[src/rtl/osfir_pkg.sv]
package osfir_pkg;
  // Width that holds TAPS signed products without overflow.
  function automatic int unsigned acc_width(int unsigned xw, int unsigned cw,
                                            int unsigned taps);
    return xw + cw + ((taps > 1) ? $clog2(taps) : 1);
  endfunction

  function automatic int unsigned ptr_width(int unsigned taps);
    return (taps > 1) ? $clog2(taps) : 1;
  endfunction
endpackage

[src/rtl/osfir_pe.sv]
module osfir_pe #(
  parameter int unsigned XW = 8,
  parameter int unsigned CW = 8,
  parameter int unsigned AW = 18
) (
  input  logic                 clk,
  input  logic                 rst_n,
  input  logic                 en,
  input  logic                 fin,
  input  logic                 clr,
  input  logic signed [XW-1:0] x,
  input  logic signed [CW-1:0] w,
  output logic signed [AW-1:0] total
);
  localparam int unsigned PW = XW + CW;

  logic signed [PW-1:0] prod;
  logic signed [AW-1:0] acc_q, acc_d;

  assign prod  = x * w;
  assign total = acc_q + {{(AW-PW){prod[PW-1]}}, prod};

  always_comb begin
    acc_d = acc_q;
    if (clr)      acc_d = '0;
    else if (en)  acc_d = fin ? '0 : total;
  end

  always_ff @(posedge clk or negedge rst_n) begin
    if (!rst_n) acc_q <= '0;
    else        acc_q <= acc_d;
  end

  p_pe_hold_r6: assert property (@(posedge clk) disable iff (!rst_n)
    (!en && !clr) |=> $stable(acc_q));
  p_pe_clear_r3: assert property (@(posedge clk) disable iff (!rst_n)
    clr |=> (acc_q == '0));
  p_pe_restart_r9: assert property (@(posedge clk) disable iff (!rst_n)
    (en && fin) |=> (acc_q == '0));
endmodule

[src/rtl/osfir_coef_ring.sv]
module osfir_coef_ring #(
  parameter int unsigned TAPS = 4,
  parameter int unsigned CW   = 8
) (
  input  logic                      clk,
  input  logic                      rst_n,
  input  logic                      load,
  input  logic                      shift,
  input  logic [CW-1:0]             coef_in,
  output logic [TAPS-1:0][CW-1:0]   w_q
);
  logic [TAPS-1:0][CW-1:0] w_d;

  always_comb begin
    w_d = w_q;
    if (load) begin
      for (int k = 0; k < TAPS - 1; k++) w_d[k] = w_q[k+1];
      w_d[TAPS-1] = coef_in;
    end else if (shift) begin
      w_d[0] = w_q[TAPS-1];
      for (int k = 1; k < TAPS; k++) w_d[k] = w_q[k-1];
    end
  end

  always_ff @(posedge clk or negedge rst_n) begin
    if (!rst_n) w_q <= '0;
    else        w_q <= w_d;
  end

  p_ring_hold_r6: assert property (@(posedge clk) disable iff (!rst_n)
    (!load && !shift) |=> $stable(w_q));
  p_ring_turn_r9: assert property (@(posedge clk) disable iff (!rst_n)
    (shift && !load) |=> (w_q[0] == $past(w_q[TAPS-1])));
  p_ring_entry_r2: assert property (@(posedge clk) disable iff (!rst_n)
    load |=> (w_q[TAPS-1] == $past(coef_in)));
endmodule

[src/rtl/osfir_ctrl.sv]
module osfir_ctrl #(
  parameter int unsigned TAPS = 4,
  parameter int unsigned PW   = 2
) (
  input  logic            clk,
  input  logic            rst_n,
  input  logic            load,
  input  logic            smp_valid,
  output logic            accept,
  output logic [PW-1:0]   ptr_q,
  output logic [TAPS-1:0] fin_vec
);
  localparam logic [PW-1:0] LAST = PW'(TAPS - 1);

  logic [PW-1:0] ptr_d;

  assign accept = smp_valid && !load;

  for (genvar k = 0; k < TAPS; k++) begin : g_fin
    assign fin_vec[k] = accept && (ptr_q == PW'(k));
  end

  always_comb begin
    ptr_d = ptr_q;
    if (load)        ptr_d = '0;
    else if (accept) ptr_d = (ptr_q == LAST) ? '0 : ptr_q + 1'b1;
  end

  always_ff @(posedge clk or negedge rst_n) begin
    if (!rst_n) ptr_q <= '0;
    else        ptr_q <= ptr_d;
  end

  p_ptr_wrap_r9: assert property (@(posedge clk) disable iff (!rst_n)
    (accept && ptr_q == LAST) |=> (ptr_q == '0));
  p_ptr_reload_r3: assert property (@(posedge clk) disable iff (!rst_n)
    load |=> (ptr_q == '0));
  p_ptr_range_r9: assert property (@(posedge clk) disable iff (!rst_n)
    ptr_q <= LAST);
endmodule

[src/rtl/osfir_array.sv]
module osfir_array #(
  parameter int unsigned TAPS = 4,
  parameter int unsigned XW   = 8,
  parameter int unsigned CW   = 8,
  localparam int unsigned AW  = osfir_pkg::acc_width(XW, CW, TAPS),
  localparam int unsigned PW  = osfir_pkg::ptr_width(TAPS)
) (
  input  logic                 clk,
  input  logic                 rst_n,
  input  logic                 smp_valid,
  input  logic signed [XW-1:0] smp_data,
  input  logic                 coef_load,
  input  logic signed [CW-1:0] coef_data,
  output logic                 out_valid,
  output logic signed [AW-1:0] out_data
);
  // reset: asserted asynchronously, released on a clock edge
  logic rst_meta_q, rst_sync_q;
  always_ff @(posedge clk or negedge rst_n) begin
    if (!rst_n) begin
      rst_meta_q <= 1'b0;
      rst_sync_q <= 1'b0;
    end else begin
      rst_meta_q <= 1'b1;
      rst_sync_q <= rst_meta_q;
    end
  end

  logic                    accept;
  logic [PW-1:0]           ptr_q;
  logic [TAPS-1:0]         fin_vec;
  logic [TAPS-1:0][CW-1:0] w_q;
  logic [TAPS-1:0][AW-1:0] pe_total;

  osfir_ctrl #(.TAPS(TAPS), .PW(PW)) u_ctrl (
    .clk(clk), .rst_n(rst_sync_q), .load(coef_load), .smp_valid(smp_valid),
    .accept(accept), .ptr_q(ptr_q), .fin_vec(fin_vec)
  );

  osfir_coef_ring #(.TAPS(TAPS), .CW(CW)) u_ring (
    .clk(clk), .rst_n(rst_sync_q), .load(coef_load), .shift(accept),
    .coef_in(coef_data), .w_q(w_q)
  );

  for (genvar k = 0; k < TAPS; k++) begin : g_pe
    osfir_pe #(.XW(XW), .CW(CW), .AW(AW)) u_pe (
      .clk(clk), .rst_n(rst_sync_q), .en(accept), .fin(fin_vec[k]),
      .clr(coef_load), .x(smp_data), .w($signed(w_q[k])),
      .total(pe_total[k])
    );
  end

  logic          out_valid_q, out_valid_d;
  logic [AW-1:0] out_data_q, out_data_d;

  always_comb begin
    out_valid_d = accept;
    out_data_d  = out_data_q;
    if (accept) out_data_d = pe_total[ptr_q];
  end

  always_ff @(posedge clk or negedge rst_sync_q) begin
    if (!rst_sync_q) begin
      out_valid_q <= 1'b0;
      out_data_q  <= '0;
    end else begin
      out_valid_q <= out_valid_d;
      out_data_q  <= out_data_d;
    end
  end

  assign out_valid = out_valid_q;
  assign out_data  = out_data_q;

  p_out_after_accept_r4: assert property (@(posedge clk) disable iff (!rst_sync_q)
    (smp_valid && !coef_load) |=> out_valid);
  p_drop_on_load_r7: assert property (@(posedge clk) disable iff (!rst_sync_q)
    !(smp_valid && !coef_load) |=> !out_valid);
  p_out_hold_r6: assert property (@(posedge clk) disable iff (!rst_sync_q)
    !out_valid |-> $stable(out_data));
  p_one_finisher_r9: assert property (@(posedge clk) disable iff (!rst_sync_q)
    $onehot0(fin_vec));
endmodule

[config.mk]
export PLATFORM = sky130hd
export DESIGN_NAME = osfir_array
export DESIGN_NICKNAME = d
export VERILOG_FILES = /design/src/rtl/osfir_pkg.sv /design/src/rtl/osfir_pe.sv /design/src/rtl/osfir_coef_ring.sv /design/src/rtl/osfir_ctrl.sv /design/src/rtl/osfir_array.sv
export SDC_FILE = /design/constraint.sdc
export NUM_CORES = 1
export LEC_CHECK = 0
export CORE_ASPECT_RATIO = 1.2
export CORE_MARGIN = 2
export CORE_UTILIZATION = 61
export CTS_BUF_LIST = sky130_fd_sc_hd__clkbuf_4 sky130_fd_sc_hd__clkbuf_8
export CTS_CLUSTER_SIZE = 28
export DETAILED_ROUTE_END_ITERATION = 16
export PLACE_DENSITY = 0.78
export SYNTH_ARGS = -nofsm -noshare
export SYNTH_HDL_FRONTEND = slang
export SYNTH_SLANG_ARGS = --single-unit
[constraint.sdc]
create_clock -name clk -period 4.1 [get_ports clk]
set_input_delay 0.41 -clock clk [delete_from_list [all_inputs] [get_ports clk]]
set_output_delay 0.41 -clock clk [all_outputs]
set_load 0.02 [all_outputs]
==> results.cfg, run 1 <==
[floorplanning]
rows = 69
die_w_um = 162
initial_core_util = 0.619
die_h_um = 194
io-pin-count = 39

[placed_design]
gp_congestion = 0.911
port_buffers = 38
placed_area_um2 = 22700
dp_hpwl_um = 41100

[synth]
syn_nets = 2441
ys_seq_area_frac = 0.173
netlist.area_leader.share = 0.244
synth-main-ff-cell = dfrtp_1
netlist_area_um2 = 18300
synth.ff_latch_count = 127
yosysUniqueCellTypes = 68
synth_largest_area_cell = fa_1
ys_top_cells_by_area = fa_1 (24%), dfrtp_1 (17%), ha_1 (13%)
syn_area_per_cell_um2 = 9.13
async_flop_share = 1.00
post_synth_inst_count = 2009
synth_edf_count = 0
ys_warn_count = 0

[grt]
grt_max_degree = 67
grt_util_all_layers = 0.836
antenna_found_initial = 9
grt-ovfl-total = 216

[clock_network]
h-tree-depth = 4
cts_buffer_depth = 2
cts_root_buffer = clkbuf_8
cts_sinks = 127
cts_buffers = 17

[status]
outcome = did not finish
tool.error = [ERROR GRT-0232] Routing congestion too high. Check the congestion heatmap in the GUI.
stop_stage = 5_1_grt

[sta]
worst_endpoint_kind = register input
crit_endpoint = out_data[15]$_DFFE_PN0P_/D
==> cell usage after synthesis (all sizes together) (8+ instances only) <==
| master | n |
|---|---|
| inv | 373 |
| fa | 224 |
| ha | 188 |
| and2 | 165 |
| nand2 | 161 |
| dfrtp | 127 |
| xnor2 | 97 |
| o21ai | 90 |
| nor2 | 75 |
| clkbuf | 73 |
| a21oi | 71 |
| a22o | 57 |
| mux2i | 35 |
| a21o | 26 |
| nand2b | 24 |
| o21a | 23 |
| xor2 | 22 |
| nor3 | 18 |
| o21bai | 18 |
| mux4 | 14 |
| o31ai | 14 |
| a211oi | 10 |
| nor2b | 10 |
| nand3 | 9 |
| buf | 8 |
==> routing by layer <==
metal  GRT usage  GRT overflow
met1       0.833             4
met2       0.952           123
met3       0.726             4
met4       0.866            82
met5       0.379             3
==> stage by stage <==
| step | util | worst slack [ps] | setup TNS, ps | std cells |
|---|---|---|---|---|
| 4_1_cts | 0.861 | -1890 | -67460 | 2849 |
| 3_5_place_dp | 0.767 | -2770 | -111980 | 2763 |
| 3_3_place_gp | 0.767 | -2510 | -106150 | 2763 |
| 2_1_floorplan | - | -1510 | -42020 | 2009 |
==> what timing repair did <==
item / CTS
cloned: 3
gates resized for setup: 361
pin swaps: 147
hold buffers: 0
endpoints found under the setup margin: 65
setup buffers: 69
==> cells by family after synthesis <==
kind of cell             count (synthesis)  synth area share
multiplexers                            53            0.0389
other                                    1          0.000204
flip-flops                             127             0.173
adder cells (fa/ha/maj)                412             0.373
buffers and inverters                  455            0.0932
AND/OR/NAND/NOR                        492             0.135
AO/OA/AOI/OAI                          349             0.129
XOR/XNOR                               120            0.0580
==> inputs of run 2 (changes only) <==
--- a/config.mk
+++ b/config.mk
@@ -5,13 +5,10 @@
 export SDC_FILE = /design/constraint.sdc
 export NUM_CORES = 1
 export LEC_CHECK = 0
-export CORE_ASPECT_RATIO = 1.2
 export CORE_MARGIN = 2
-export CORE_UTILIZATION = 61
-export CTS_BUF_LIST = sky130_fd_sc_hd__clkbuf_4 sky130_fd_sc_hd__clkbuf_8
-export CTS_CLUSTER_SIZE = 28
+export CORE_UTILIZATION = 40
 export DETAILED_ROUTE_END_ITERATION = 16
-export PLACE_DENSITY = 0.78
+export PLACE_DENSITY_LB_ADDON = 0.15
 export SYNTH_ARGS = -nofsm -noshare
 export SYNTH_HDL_FRONTEND = slang
 export SYNTH_SLANG_ARGS = --single-unit
==> run 2 against run 1 <==
Effect of this change:
- the flow now finishes, with violations (setup timing)
- synthesized cell count is the same
- synthesized area unchanged
==> results.cfg, run 2 <==
[synth]
synth_compound_area_frac = 0.129
syn_nets = 2441
synthXorXnorAreaFrac = 0.0580
muxShareOfSynthArea = 0.0389
synth_common_cells = inv_1 (373), fa_1 (224), ha_1 (188), and2_1 (165), nand2_1 (161)
netlist_area_um2 = 18300
synth.ff_latch_count = 127
synth-main-ff-cell = dfrtp_1
synthAdderAreaFrac = 0.373
synth_edf_count = 0
ys_top_cells_by_area = fa_1 (24%), dfrtp_1 (17%), ha_1 (13%)
synth-simple-area-share = 0.135
post_synth_inst_count = 2009
ys_warn_count = 0
syn_area_per_cell_um2 = 9.13
async_flop_share = 1.00
ys_seq_area_frac = 0.173
synth_top_family_by_area = adder cells
synth_largest_area_cell = fa_1
yosysUniqueCellTypes = 68
netlist.area_leader.share = 0.244
yosysMostFrequentCell = inv_1

[sta]
finalCritPeriodShare = 1.47
clock_skew_ps = 27.5
fin_ws_ps = -1930
fmax_mhz = 166
tightest_slew_ps = 958
min_period_ps = 6030
maxSlewViolCount = 0
hold_violations = 0
rsz0062_at_grt = yes
finalSetupViolCount = 61
timing.hold.ws_ps = 67.7
slew_headroom = 0.360

[drt]
via_per_inst = 5.06
totalWireLength_um = 57800
drc = 0
wire_per_inst_um = 18.5
num_vias = 15800
first_pass_iters = 5
drtIter0Drc = 836
ant_nets = 0

[finish]
area_growth_pct = 49.9
drive_gt1_frac = 0.409
final_cell_area_um2 = 27500
final_nets = 2937
regMostFlops = g_pe.u_pe.acc_q
n_antenna_cell = 0
final_cell_mix = buf_4 (396), inv_1 (325), fa_1 (213)
fillerInstances = 3746
final_common_cell = buf_4
largest_reg_flops = 72

[placed_design]
dp_hpwl_um = 42700
gp_congestion = 0.918
placed_area_um2 = 23200
place_ws_ps = -2510
port_buffers = 38

[clock_network]
cts_buffers = 17
ctsHoldBuffers = 0
clk_pin_slew_worst_paths_ps = 80
insertion_delay_ps = 490
cts_buffer_depth = 2
cts_tree = yes
cts_sinks = 127
h-tree-depth = 4
cts_root_buffer = clkbuf_16

[setup_path]
path_class = register to register
reg2reg_depth = 25
critical_path.max_fanout = 4
slowest_stage = fa_1
r2r_start = u_ring.w_q[18]$_DFFE_PN0P_
crit_start = u_ring.w_q[18]$_DFFE_PN0P_
r2r_slack_ps = -1930
max_stage_delay_ps = 560
worst_setup_path_start_kind = register
cp.arrival_ps = 6400
crit_path_end_kind = register
regToRegEndpoint = out_data[15]$_DFFE_PN0P_
cp_data_required_time_ps = 4470

[floorplanning]
dieArea_um2 = 47600
initial_core_util = 0.405
rows = 78
io-pin-count = 39
die_h_um = 218
coreArea_um2 = 45300
die_w_um = 218

[grt]
antenna_found_initial = 0
grt_pass1_vias = 17000
grt-ovfl-total = 0
grt_util_all_layers = 0.253
grt_first_pass_wirelength_um = 92900
grt_max_degree = 66

[status]
outcome = complete, but fails checks
violations = setup timing

[worst_hold_path]
hold_class = input port to asynchronous set/reset pin

[flow_run]
cap_violations = 0
==> run 2: layer usage <==
| layer | vias up | part of all wire | GRT usage |
|---|---|---|---|
| li1 | 7426 | - | - |
| met1 | 7946 | 0.46 | 0.352 |
| met2 | 314 | 0.48 | 0.409 |
| met3 | 89 | 0.037 | 0.0285 |
| met4 | 0 | 0.032 | 0.0871 |
| met5 | - | 0 | 0 |
==> run 2: worst max path at each step <==
stage | slack (ps) | cells after the start | endpoint
after CTS | -1820 | 28 | out_data[15]$_DFFE_PN0P_
after global routing | -2090 | 25 | out_data[15]$_DFFE_PN0P_
after floorplan | -1510 | 24 | out_data[15]$_DFFE_PN0P_
final | -1930 | 25 | out_data[15]$_DFFE_PN0P_
after global placement | -2460 | 29 | out_data[17]$_DFFE_PN0P_
after detailed placement | -2510 | 29 | out_data[17]$_DFFE_PN0P_
==> run 2: cell type report <==
class | instances | area, um2 | share of cell area
Tap cell | 600 | 751 | 0.0273
Multi-Input combinational cell | 1427 | 16600 | 0.605
Sequential cell | 127 | 3200 | 0.116
Inverter | 374 | 1410 | 0.0512
Timing Repair Buffer | 558 | 4950 | 0.180
Clock inverter | 12 | 114 | 0.00414
Clock buffer | 20 | 447 | 0.0162
==> run 2: critical path, delay by kind of cell, from the launching register on <==
kind / cells / cell delay, ps
AOI/OAI and AO/OA: 9 / 1130
muxes: 2 / 730
xor gates and xnor gates: 2 / 470
and+or+nand+nor: 1 / 160
buffers and inverters: 5 / 340
adders and majority gates: 6 / 2640
DFF: 1 / 440
==> run 2: metrics by stage <==
stage                      util  std cells  setup TNS (ps)
final                     0.607       3118          -72010
after global routing      0.607       3118          -81500
after CTS                 0.575       3086          -66760
after detailed placement  0.513       3002         -114630
after global placement    0.513       3002         -113430
after floorplan               -       2009          -42020
==> run 2: kinds of logic (layout without fill, tap and decap cells) <==
group	after synthesis	count (layout)
other	1	1
DFF	127	127
and+or+nand+nor	492	492
xor gates and xnor gates	120	120
adders and majority gates	412	412
AOI/OAI and AO/OA	349	349
buffers and inverters	455	964
muxes	53	53
==> run 2: repair_timing <==
action / CTS / global route
gates cloned: 3 / 0
pin swaps: 194 / 201
endpoints found under the setup margin: 64 / 64
gates resized for setup: 342 / 253
buffers inserted: 63 / 51
Power of run 2 is not shown: default switching activity piles up to over one toggle a cycle in this logic, so the estimate is an artifact.
==> inputs of run 3 (changes only) <==
==> constraint.sdc (replaced) <==
create_clock -name clk -period 4.1 [get_ports clk]
set_input_delay 0.82 -clock clk [delete_from_list [all_inputs] [get_ports clk]]
set_output_delay 0.82 -clock clk [all_outputs]
set_load 0.02 [all_outputs]
==> run 3 against run 2 <==
Effect of this change:
- the run still ends with setup timing left
- wire length down 1.6%
- hold slack better by 290 ps
- die area unchanged
- critical endpoint unchanged
- setup slack worse by 69 ps
- global-route usage down 0.71 points
- largest cell class unchanged
- critical path depth unchanged
- utilization down 1.0 points
- first-iteration DRC count up 8.0%
==> results.cfg, run 3 (synthesis gave the netlist of run 2 again) <==
[status]
outcome = complete, but fails checks
violations = setup timing

[placed_design]
port_buffers = 38
gp_congestion = 0.866
placed_area_um2 = 23300
dp_hpwl_um = 42300

[floorplanning]
rows = 78
die_w_um = 218
die_h_um = 218
coreArea_um2 = 45300
dieArea_um2 = 47600
io-pin-count = 39
initial_core_util = 0.405

[setup_path]
worst_setup_path_start_kind = input port
slowest_stage = fa_1
crit_path_end_kind = register
critical_path.max_fanout = 4
cp.arrival_ps = 6440
crit_top_cell = fa_1
path_class = input port to register
cp_data_required_time_ps = 4440
max_stage_delay_ps = 550

[drt]
via_per_inst = 5.02
drtIter0Drc = 903
totalWireLength_um = 56900
routed.top_layer = met4
num_vias = 15600
drc = 0
wl_met3_um = 1770
first_pass_iters = 5
wl_met1_um = 26300
ant_nets = 0
met2WireLength_um = 27300
wire_per_inst_um = 18.3

[finish]
final_nets = 2925
final_cell_mix = buf_4 (419), inv_1 (316), fa_1 (211)
largest_reg_flops = 72
regMostFlops = g_pe.u_pe.acc_q
seqCellArea_um2 = 3190
n_antenna_cell = 0
drive_gt1_frac = 0.407
final_cell_area_um2 = 27000
multiInputGateArea_um2 = 16300
area_growth_pct = 47.4
fillerInstances = 3825
final_common_cell = buf_4

[sta]
maxSlewViolCount = 0
hold_violations = 0
rsz0062_at_grt = yes
slew_headroom = 0.350
finalCritPeriodShare = 1.49
tightest_slew_ps = 973
clock_skew_ps = 15.9
fmax_mhz = 164
fin_ws_ps = -2000
min_period_ps = 6100
finalSetupViolCount = 64

[grt]
grt-ovfl-total = 0
grt_util_all_layers = 0.246
antenna_found_initial = 0
grt_max_degree = 126
grt_first_pass_wirelength_um = 90500
grt_pass1_vias = 16700

[worst_hold_path]
hold_class = register to register

[clock_network]
clk_pin_slew_worst_paths_ps = 60
ctsHoldBuffers = 0
cts_tree = yes
cts_buffer_depth = 2
h-tree-depth = 4
cts_buffers = 17
insertion_delay_ps = 450
cts_root_buffer = clkbuf_16
cts_sinks = 127

[flow_run]
cap_violations = 0
[run 3: layout make-up]
cell class | instances | area share
Clock buffer | 21 | 0.0170
Clock inverter | 11 | 0.00486
Inverter | 374 | 0.0521
Multi-Input combinational cell | 1427 | 0.602
Sequential cell | 127 | 0.118
Tap cell | 600 | 0.0278
Timing Repair Buffer | 546 | 0.179
[run 3: layer usage]
metal,vias to the layer above,track usage
li1,7409,-
met1,7841,0.339
met2,262,0.400
met3,66,0.0359
met4,0,0.0748
met5,-,0
[run 3: final timing paths]
kind                                            from                            endpoint  slack [ps]  cells after the start
max                                      smp_data[0]            out_data[15]$_DFFE_PN0P_       -2000                     25
min                             rst_meta_q$_DFF_PN0_                rst_sync_q$_DFF_PN0_         350                      0
max reg2reg                u_ring.w_q[4]$_DFFE_PN0P_            out_data[15]$_DFFE_PN0P_       -1900                     23
min reg2reg                     rst_meta_q$_DFF_PN0_                rst_sync_q$_DFF_PN0_         350                      0
max in group asynchronous       rst_sync_q$_DFF_PN0_          u_ring.w_q[31]$_DFFE_PN0P_        3050                      1
min in group asynchronous       rst_sync_q$_DFF_PN0_  g_pe[0].u_pe.acc_q[13]$_DFFE_PN0P_         450                      1
[run 3: repair_timing]
action                                  in CTS  in global routing
endpoints found under the setup margin      71                 67
setup buffers                               48                 42
gates resized for setup                    243                306
pin swaps                                  117                220
cloned                                       6                  0
[run 3: per-stage QoR]
step	hold WS [ps]	TNS, ps	util	cells	setup WS [ps]
after floorplan	331	-65090	-	2009	-1920
after global placement	339	-142330	0.514	3003	-2900
after detailed placement	344	-143580	0.514	3003	-2990
after CTS	359	-80980	0.564	3084	-2050
after global routing	363	-88320	0.597	3106	-2180
final	355	-78830	0.597	3106	-2000
[run 3: worst max-delay path: cells and delay by family]
kind / cells / cell delay, ps
adders and majority gates: 6 / 2600
muxes: 2 / 730
buffers and inverters: 7 / 640
xor gates and xnor gates: 2 / 320
AOI/OAI and AO/OA: 6 / 1100
and+or+nand+nor: 2 / 210
Power of run 3 is left out for the same reason.
==> inputs of run 4 (changes only) <==
--- a/config.mk
+++ b/config.mk
@@ -6,7 +6,7 @@
 export NUM_CORES = 1
 export LEC_CHECK = 0
 export CORE_MARGIN = 2
-export CORE_UTILIZATION = 40
+export CORE_UTILIZATION = 38
 export DETAILED_ROUTE_END_ITERATION = 16
 export PLACE_DENSITY_LB_ADDON = 0.15
 export SYNTH_ARGS = -nofsm -noshare
==> run 4 against run 3 <==
Effect of this change:
- the run still ends with setup timing left
- cell area increased by 1.9%
- clock skew decreased by 2.1 ps
- first-iteration DRC count decreased by 8.4%
- count of clock-buffer cells in the layout decreased by 3
- die area increased by 5.2%
- hold slack got worse by 100 ps
- global-route usage decreased by 0.33 points
- flip-flop and latch count unchanged
- via count increased by 1.8%
- setup slack got worse by 160 ps
- utilization decreased by 1.9 points
- sequential share of layout area decreased by 0.24 points
- critical path type unchanged
- critical endpoint unchanged
- largest cell class unchanged
==> results.cfg, run 4 (synthesis gave the netlist of run 2 again) <==
[status]
outcome = complete, but fails checks
violations = setup timing

[finish]
drive_gt1_frac = 0.416
area_growth_pct = 50.2
seqCellArea_um2 = 3180
regMostFlops = g_pe.u_pe.acc_q
fin_cells = 3149
fillerInstances = 4018
largest_reg_flops = 72
n_antenna_cell = 0
final_cell_mix = buf_4 (426), inv_1 (316), fa_1 (213)
multiInputGateArea_um2 = 16500
final_common_cell = buf_4
final_nets = 2955

[clock_network]
h-tree-depth = 4
ctsHoldBuffers = 0
cts_buffer_depth = 2
cts_root_buffer = clkbuf_16
cts_tree = yes
cts_sinks = 127
insertion_delay_ps = 460
clk_pin_slew_worst_paths_ps = 70
cts_buffers = 17

[sta]
min_period_ps = 6260
finalCritPeriodShare = 1.53
fmax_mhz = 160
slew_headroom = 0.488
tightest_slew_ps = 768
fin_ws_ps = -2160
finalSetupViolCount = 64
rsz0062_at_grt = yes
maxSlewViolCount = 0
clock_skew_ps = 13.7
hold_violations = 0

[setup_path]
critPathBufInv = 9
crit_start = smp_data[3]
critical_path.max_fanout = 5
cp_data_required_time_ps = 4440
r2r_start = u_ring.w_q[2]$_DFFE_PN0P_
worst_setup_path_start_kind = input port
crit_top_cell = fa_1
crit_path_end_kind = register
slowest_stage = fa_1
cp.arrival_ps = 6600
path_class = input port to register
path_delay_family = adder cells
max_stage_delay_ps = 580

[drt]
drc = 0
ant_nets = 0
first_pass_iters = 5
wire_per_inst_um = 18.6
drtIter0Drc = 827
totalWireLength_um = 58500
num_vias = 15900
via_per_inst = 5.04

[placed_design]
placedCellCount = 3024
dp_hpwl_um = 43400
port_buffers = 38
gp_congestion = 0.867

[floorplanning]
dieArea_um2 = 50000
die_h_um = 224
die_w_um = 224
rows = 80
io-pin-count = 39
coreArea_um2 = 47600
initial_core_util = 0.385

[grt]
grt_max_degree = 102
grt_util_all_layers = 0.242
grt_pass1_vias = 17100
grt-ovfl-total = 0
antenna_found_initial = 1
grt_first_pass_wirelength_um = 94200

[flow_run]
cap_violations = 0

[worst_hold_path]
hold_class = register to asynchronous set/reset pin
-- run 4: cell count changes in the layout (fill, tap and decap cells not counted), sizes merged --
cell,previous run,this run
buf,516,547
clkbuf,21,18
clkinv,5,3
inv,375,377
bufbuf,2,1
clkinvlp,3,4
-- run 4: layout make-up --
type | instances | share of cell area
clock buffer | 18 | 0.0159
clock inverter | 12 | 0.00491
tap | 615 | 0.0279
sequential | 127 | 0.115
multi-input combinational | 1427 | 0.600
timing repair buffer | 576 | 0.184
inverter | 374 | 0.0510
-- run 4: what timing repair did --
item / 4_1_cts / 5_1_grt
buffers inserted: 86 / 42
setup endpoints to repair: 71 / 67
pin swaps: 219 / 182
gates resized for setup: 384 / 207
gates cloned: 4 / 0
-- run 4: path summary, 6_finish.rpt --
check / slack (ps) / endpoint / cells after the start
max: -2160 / out_data[15]$_DFFE_PN0P_ / 27
min: 250 / g_pe[0].u_pe.acc_q[8]$_DFFE_PN0P_ / 0
max reg2reg: -2060 / out_data[15]$_DFFE_PN0P_ / 24
min reg2reg: 250 / g_pe[0].u_pe.acc_q[8]$_DFFE_PN0P_ / 0
max in group asynchronous: 2900 / u_ring.w_q[5]$_DFFE_PN0P_ / 1
min in group clk: 350 / rst_sync_q$_DFF_PN0_ / 0
-- run 4: metal layers --
metal	share of wire	track usage	vias up
met1	0.46	0.341	8009
met2	0.47	0.394	319
met5	0	0	-
met4	0.025	0.0639	0
li1	-	-	7466
met3	0.043	0.0336	63
-- run 4: per-stage QoR --
stage	setup slack (ps)	TNS, ps	instance area (um2)	hold slack (ps)	util
4_1_cts	-2130	-86700	26500	274	0.555
3_5_place_dp	-2980	-145570	23300	269	0.489
2_1_floorplan	-1920	-65090	19100	331	-
5_1_grt	-2390	-96520	27500	290	0.578
6_report	-2160	-88400	27500	251	0.578
3_3_place_gp	-2990	-144660	23300	268	0.489
Power of run 4 is left out for the same reason.
